===== src/rtl/chan_pwr_ctl.sv =====
module chan_pwr_ctl #(
  parameter int NCH = 8,
  parameter int MW  = 2
) (
  input  logic              clk,
  input  logic              rst_n,
  input  logic              clr_n,
  input  logic              cmd_vld,
  input  logic [NCH-1:0]    cmd_mask,
  input  logic [MW-1:0]     cmd_mode,
  input  logic              sw_rst,
  output logic [NCH*MW-1:0] chan_mode,
  output logic              all_off
);
  localparam logic [MW-1:0] ST_WEAK = '0;
  localparam logic [MW-1:0] ST_ON   = '1;

  logic arst_n;
  assign arst_n = rst_n & clr_n;

  logic [NCH-1:0] on_vec;

  for (genvar i = 0; i < NCH; i++) begin : g_ch
    logic [MW-1:0] st;
    always_ff @(posedge clk or negedge arst_n) begin
      if (!arst_n)                     st <= ST_WEAK;
      else if (sw_rst)                 st <= ST_WEAK;
      else if (cmd_vld && cmd_mask[i]) st <= cmd_mode;
    end
    assign chan_mode[i*MW +: MW] = st;
    assign on_vec[i] = (st == ST_ON);
  end

  assign all_off = ~|on_vec;
endmodule


===== config.mk =====
export PLATFORM = sky130hd
export DESIGN_NAME = chan_pwr_ctl
export DESIGN_NICKNAME = d
export VERILOG_FILES = /design/src/rtl/chan_pwr_ctl.sv
export SDC_FILE = /design/constraint.sdc
export NUM_CORES = 1
export LEC_CHECK = 0
export BUFFER_PORTS_ARGS = -buffer_cell sky130_fd_sc_hd__buf_4
export CAP_MARGIN = 25
export CORE_UTILIZATION = 50
export DETAILED_ROUTE_END_ITERATION = 10
export GPL_TIMING_DRIVEN = 1
export PLACE_DENSITY = 0.84
export SLEW_MARGIN = 20
export SYNTH_ARGS = -nofsm -noshare
export SYNTH_HDL_FRONTEND = slang
export SYNTH_SLANG_ARGS = --single-unit

===== constraint.sdc =====
create_clock -name clk -period 1.2 [get_ports clk]
set_input_delay 0.18 -clock clk [delete_from_list [all_inputs] [get_ports clk]]
set_output_delay 0.18 -clock clk [all_outputs]
set_load 0.01 [all_outputs]

# After elaboration in Yosys (flattened, before gate mapping)
# Index checks and enable logic that the tools add are counted.
# Widths: inputs -> output; s select.
[op_classes] n_eq_ne=8 n_mux=16 bitwise_logic=1 reduce_logical=18
[op_table] op="$mux 2" count=16
[op_table] op="$eq 2x2->1 const B" count=8
[op_table] op="$reduce_bool 2->1" count=8
[op_table] op="$logic_and 1x1->1" count=8
[op_table] op="$reduce_or 8->1" count=1
[op_table] op="$and 1x1->1" count=1
[op_table] op="$logic_not 1->1" count=1
[word_totals] regBits=16 out_inout_bits=17 wordCells=51

# Depth between registers and ports, before layout
[depth] word_depth=3 ltp_mapped=3 ltp_nobuf=2

# Worst setup path after synthesis
# Ideal clock, no wire load.
[synth_path] path_kind="register -> output" start="register g_ch[6].st[0]" end="output port all_off" arrival_ns=0.820 slack_ns=0.200 path_stages_with_launch=3 cell_sequence="dfrtp_1 > a22oi_1 > and4_1"
[synth_between] elab_chain_cells=3
[synth_lines] item="from (decl)" line="24" source="logic [MW-1:0] st;"
[synth_lines] item="from (signal assigned)" line="28" source="else if (cmd_vld && cmd_mask[i]) st <= cmd_mode;"
[synth_lines] item="$eq 2x2->1" line="31" source="assign on_vec[i] = (st == ST_ON);"
[synth_lines] item="$reduce_or 8->1" line="34" source="assign all_off = ~|on_vec;"
[synth_lines] item="$logic_not 1->1" line="34"
[synth_lines] item="to (decl)" line="13" source="output logic all_off"
# No other way between the ends.

# Worst setup path after layout
[layout_path] start="register g_ch[1].st[0]" end="output port all_off"
[layout_between] elab_chain_cells=3
[layout_lines] item="from (decl)" line="24"
[layout_lines] item="from (signal assigned)" line="28"
[layout_lines] item="$eq 2x2->1" line="31"
[layout_lines] item="$reduce_or 8->1" line="34"
[layout_lines] item="$logic_not 1->1" line="34"
# No other way between the ends.

==> impl_metrics.yaml <==
logic_synthesis:
  combinational_family_with_the_most_area_after_synthesis: "compound AO/OA/AOI/OAI gates"
  synth.avg_cell_area_sq_um: 10.77
  seq_area_frac_synth_pct: 48.27
  synth_enable_flop_cells: 0
  postSynthCellCount: 77
  yosys.area_share.simple_pct: 11.46
  post_synth_xor_area_fraction_pct: 0
  synth-adder-area-share_pct: 0
  synth_largest_area_cell: "sky130_fd_sc_hd__dfrtp_1"
  synth-compound-area-share_pct: 33.94
  synthArstFlopShare_pct: 100.0
  ys_top_cells_by_area: "sky130_fd_sc_hd__dfrtp_1, sky130_fd_sc_hd__a21bo_1, sky130_fd_sc_hd__nand3_1"
  syn_nets: 92
  post_synth_most_frequent_cells: "sky130_fd_sc_hd__dfrtp_1, sky130_fd_sc_hd__nand3_1, sky130_fd_sc_hd__a21bo_1, sky130_fd_sc_hd__a21oi_1, sky130_fd_sc_hd__a22oi_1"
  ys_seq_elements: 16
  synth_ff_type: "sky130_fd_sc_hd__dfrtp_1"
  muxShareOfSynthArea_pct: 0
  syn-cell-area_sq_um: 829.5
  synth_cell_type_count: 13
  netlist.area_leader.share_pct: 48.27
  yosysWarnings: 0
power:
  power.share.clock_pct: 25.2
  seq_power_share_pct: 53.5
  vdd_drop_max_uv: 645.7
  netSwitchingFraction_pct: 26.39
  switching_power_uw: 286.7
  cellInternalPower_uw: 799.8
  p_per_area_nw_per_um2: 932.7
  combPwrFrac_pct: 21.3
  power.static_leakage_uw: 0.0005621
min_path:
  min_delay_worst_endpoint: "g_ch[2].st[1]"
  worst_hold_startpoint: "sw_rst"
  hold_depth: 2
  hold_path.class: "primary input to register"
global_route:
  grt_pass1_vias: 750
  grt_first_pass_wirelength_mm: 3.463
  number_of_antenna_violations_at_the_first_check_in_global_routing: 0
  grt_max_degree: 33
  groute.usage.overall_pct: 25.47
  overflow: 0
cts:
  cts_root_cell: "sky130_fd_sc_hd__clkbuf_4"
  cts_tree: "built"
  clock_insertion_delay_worst_skew_ns: 0.28
  cts_made_buffers: 3
  clock_path_buffers: 2
  clk_pin_slew_worst_paths_ns: 0.09
  cts_num_sinks: 16
  clock_tree.htree_level_count: 1
critical_path:
  critical_path.reg2reg.startpoint: "g_ch[6].st[1]"
  worst_ep_arrival_time_ns: 1.20
  crit_path_end_kind: "output pin"
  required_ns: 1.02
  setup.worst_path.start_class: "register"
  reg2reg_setup_slack_ns: 0.29
  setup.worst_path.class: "register to output pin"
  maximum_fanout_along_the_worst_path: 3
  ff2ff_path_depth: 3
  r2r_end: "g_ch[6].st[1]"
routing:
  totalWireLength_mm: 2.083
  antenna_violating_nets_post_route: 0
  post_drt_via_cell_ratio: 5.947
  remaining_drc_errors: 0
  drt-pass1-iter-count: 4
  detailroute.via_count: 791
  post_drt_wl_per_cell_microns: 15.66
  drc_marker_count_from_the_first_detailed_route_iteration: 22
die:
  die_height_microns: 42.73
  number_of_ports_placed_on_the_die_boundary: 32
  core-area_sq_um: 1524
  rows: 14
  starting_density_of_the_core_pct: 54.43
  die-area_sq_um: 1826
  die-width_microns: 42.73
timing:
  max_slew.worst_pin.slew_ns: 0.3049
  max_clock_freq_mhz: 727.1
  finClkSkew_ns: 0
  worst_slack_ns: -0.1753
  setup_tns_ns: -0.1753
  final.min_clock_period_ns: 1.375
  setup-violations-final: 1
  hold_violations: 0
  worst_hold_slack_ns: 0.1750
  timing.max_slew.rel_slack_pct: 79.67
  unrepaired_setup_endpoints_after_global_routing: "yes"
  timing.final.crit_share_pct: 114.6
  final-max-slew-violation-count: 0
cells_and_area:
  final_core_utilization_pct: 76.44
  largest-register: "g_ch.st"
  num_antenna_cells: 0
  area_growth_from_synthesis_to_layout_pct: 40.42
  largest_register_ff_count: 16
  nNetsFinal: 134
  largestRegisters: "g_ch.st x16"
  fillers: 113
  drive_above_1_share_pct: 44.44
run_status:
  status: "finished, violations left"
  violations: "setup timing"
placed_design:
  detailedPlace.worstSlack_ns: 0.09612
  dp_hpwl_mm: 1.364
  port-buffer-count: 31
  place.gp.congestion: 0.7299
flow_run:
  cap_violations: 0
stage by stage:
stage	power [uW]	instance area (sq um)	cells
6_report	1087	1165	133
5_1_grt	1150	1165	133
4_1_cts	1078	1125	129
3_5_place_dp	791.7	1037	118
3_3_place_gp	785.3	1037	118
2_1_floorplan	694.7	829.5	77
placed cells by master, fill, tap and decap left out:
cell                            instances
sky130_fd_sc_hd__and4_1                 1
sky130_fd_sc_hd__buf_4                 42
sky130_fd_sc_hd__and2_1                 1
sky130_fd_sc_hd__a21oi_2                3
sky130_fd_sc_hd__a21oi_1               13
sky130_fd_sc_hd__a22oi_2                2
sky130_fd_sc_hd__a21bo_2                2
sky130_fd_sc_hd__dlygate4sd3_1          2
sky130_fd_sc_hd__clkbuf_4               3
sky130_fd_sc_hd__dfrtp_1               16
sky130_fd_sc_hd__nand3_1               16
sky130_fd_sc_hd__a22oi_1                2
sky130_fd_sc_hd__a21bo_1               14
metal layers:
metal	global-route usage (%)	up-vias	part of all wire, %
li1	-	367	-
met1	33.15	382	41
met2	42.42	36	51
met3	5.532	6	6.3
met4	7.500	0	1.2
met5	0	-	0
cell type report:
cell class                 instances  area, sq um  share of cell area [%]
clock buffer                       3        22.52                   1.933
timing repair buffer              44        335.3                   28.79
sequential                        16        400.4                   34.37
multi-input combinational         54        386.6                   33.19
tap                               16        20.02                   1.719
power groups by stage:
stage	logic (uW)	clock network (uW)	registers [uW]
global route	251	315	583
detailed placement	199	0	592
finish	231	274	581
floorplan	95.6	0	599
global placement	195	0	590
CTS	221	278	579
how the worst max path moves through the flow:
| stage | from | endpoint | slack (ns) | cells past startpoint |
|---|---|---|---|---|
| finish | g_ch[1].st[0] | all_off | -0.18 | 3 |
| global route | g_ch[4].st[0] | all_off | -0.23 | 3 |
| CTS | g_ch[6].st[0] | all_off | -0.18 | 3 |
| detailed placement | g_ch[2].st[0] | all_off | 0.1 | 3 |
| global placement | g_ch[2].st[0] | all_off | 0.10 | 3 |
| floorplan | g_ch[6].st[0] | all_off | 0.20 | 2 |
cells by family after synthesis:
family / Yosys count
DFF: 16
AOI/OAI and AO/OA: 36
buffers and inverters: 7
and+or+nand+nor: 18
critical path, stage by stage (launching register included):
cell and delay (ns):
sky130_fd_sc_hd__dfrtp_1 0.41, sky130_fd_sc_hd__a22oi_1 0.18, sky130_fd_sc_hd__and4_1 0.21, sky130_fd_sc_hd__buf_4 0.12
timing repair:
| action | CTS | global route |
|---|---|---|
| buffers inserted | 6 | 4 |
| cloned | 0 | 0 |
| hold buffers | 2 | 0 |
| setup endpoints to repair | 1 | 1 |
| pin swaps | 2 | 0 |
| endpoints found under the hold margin | 16 | 0 |
| gates resized for setup | 0 | 2 |
Note: power is estimated with default switching activity, not from simulation.
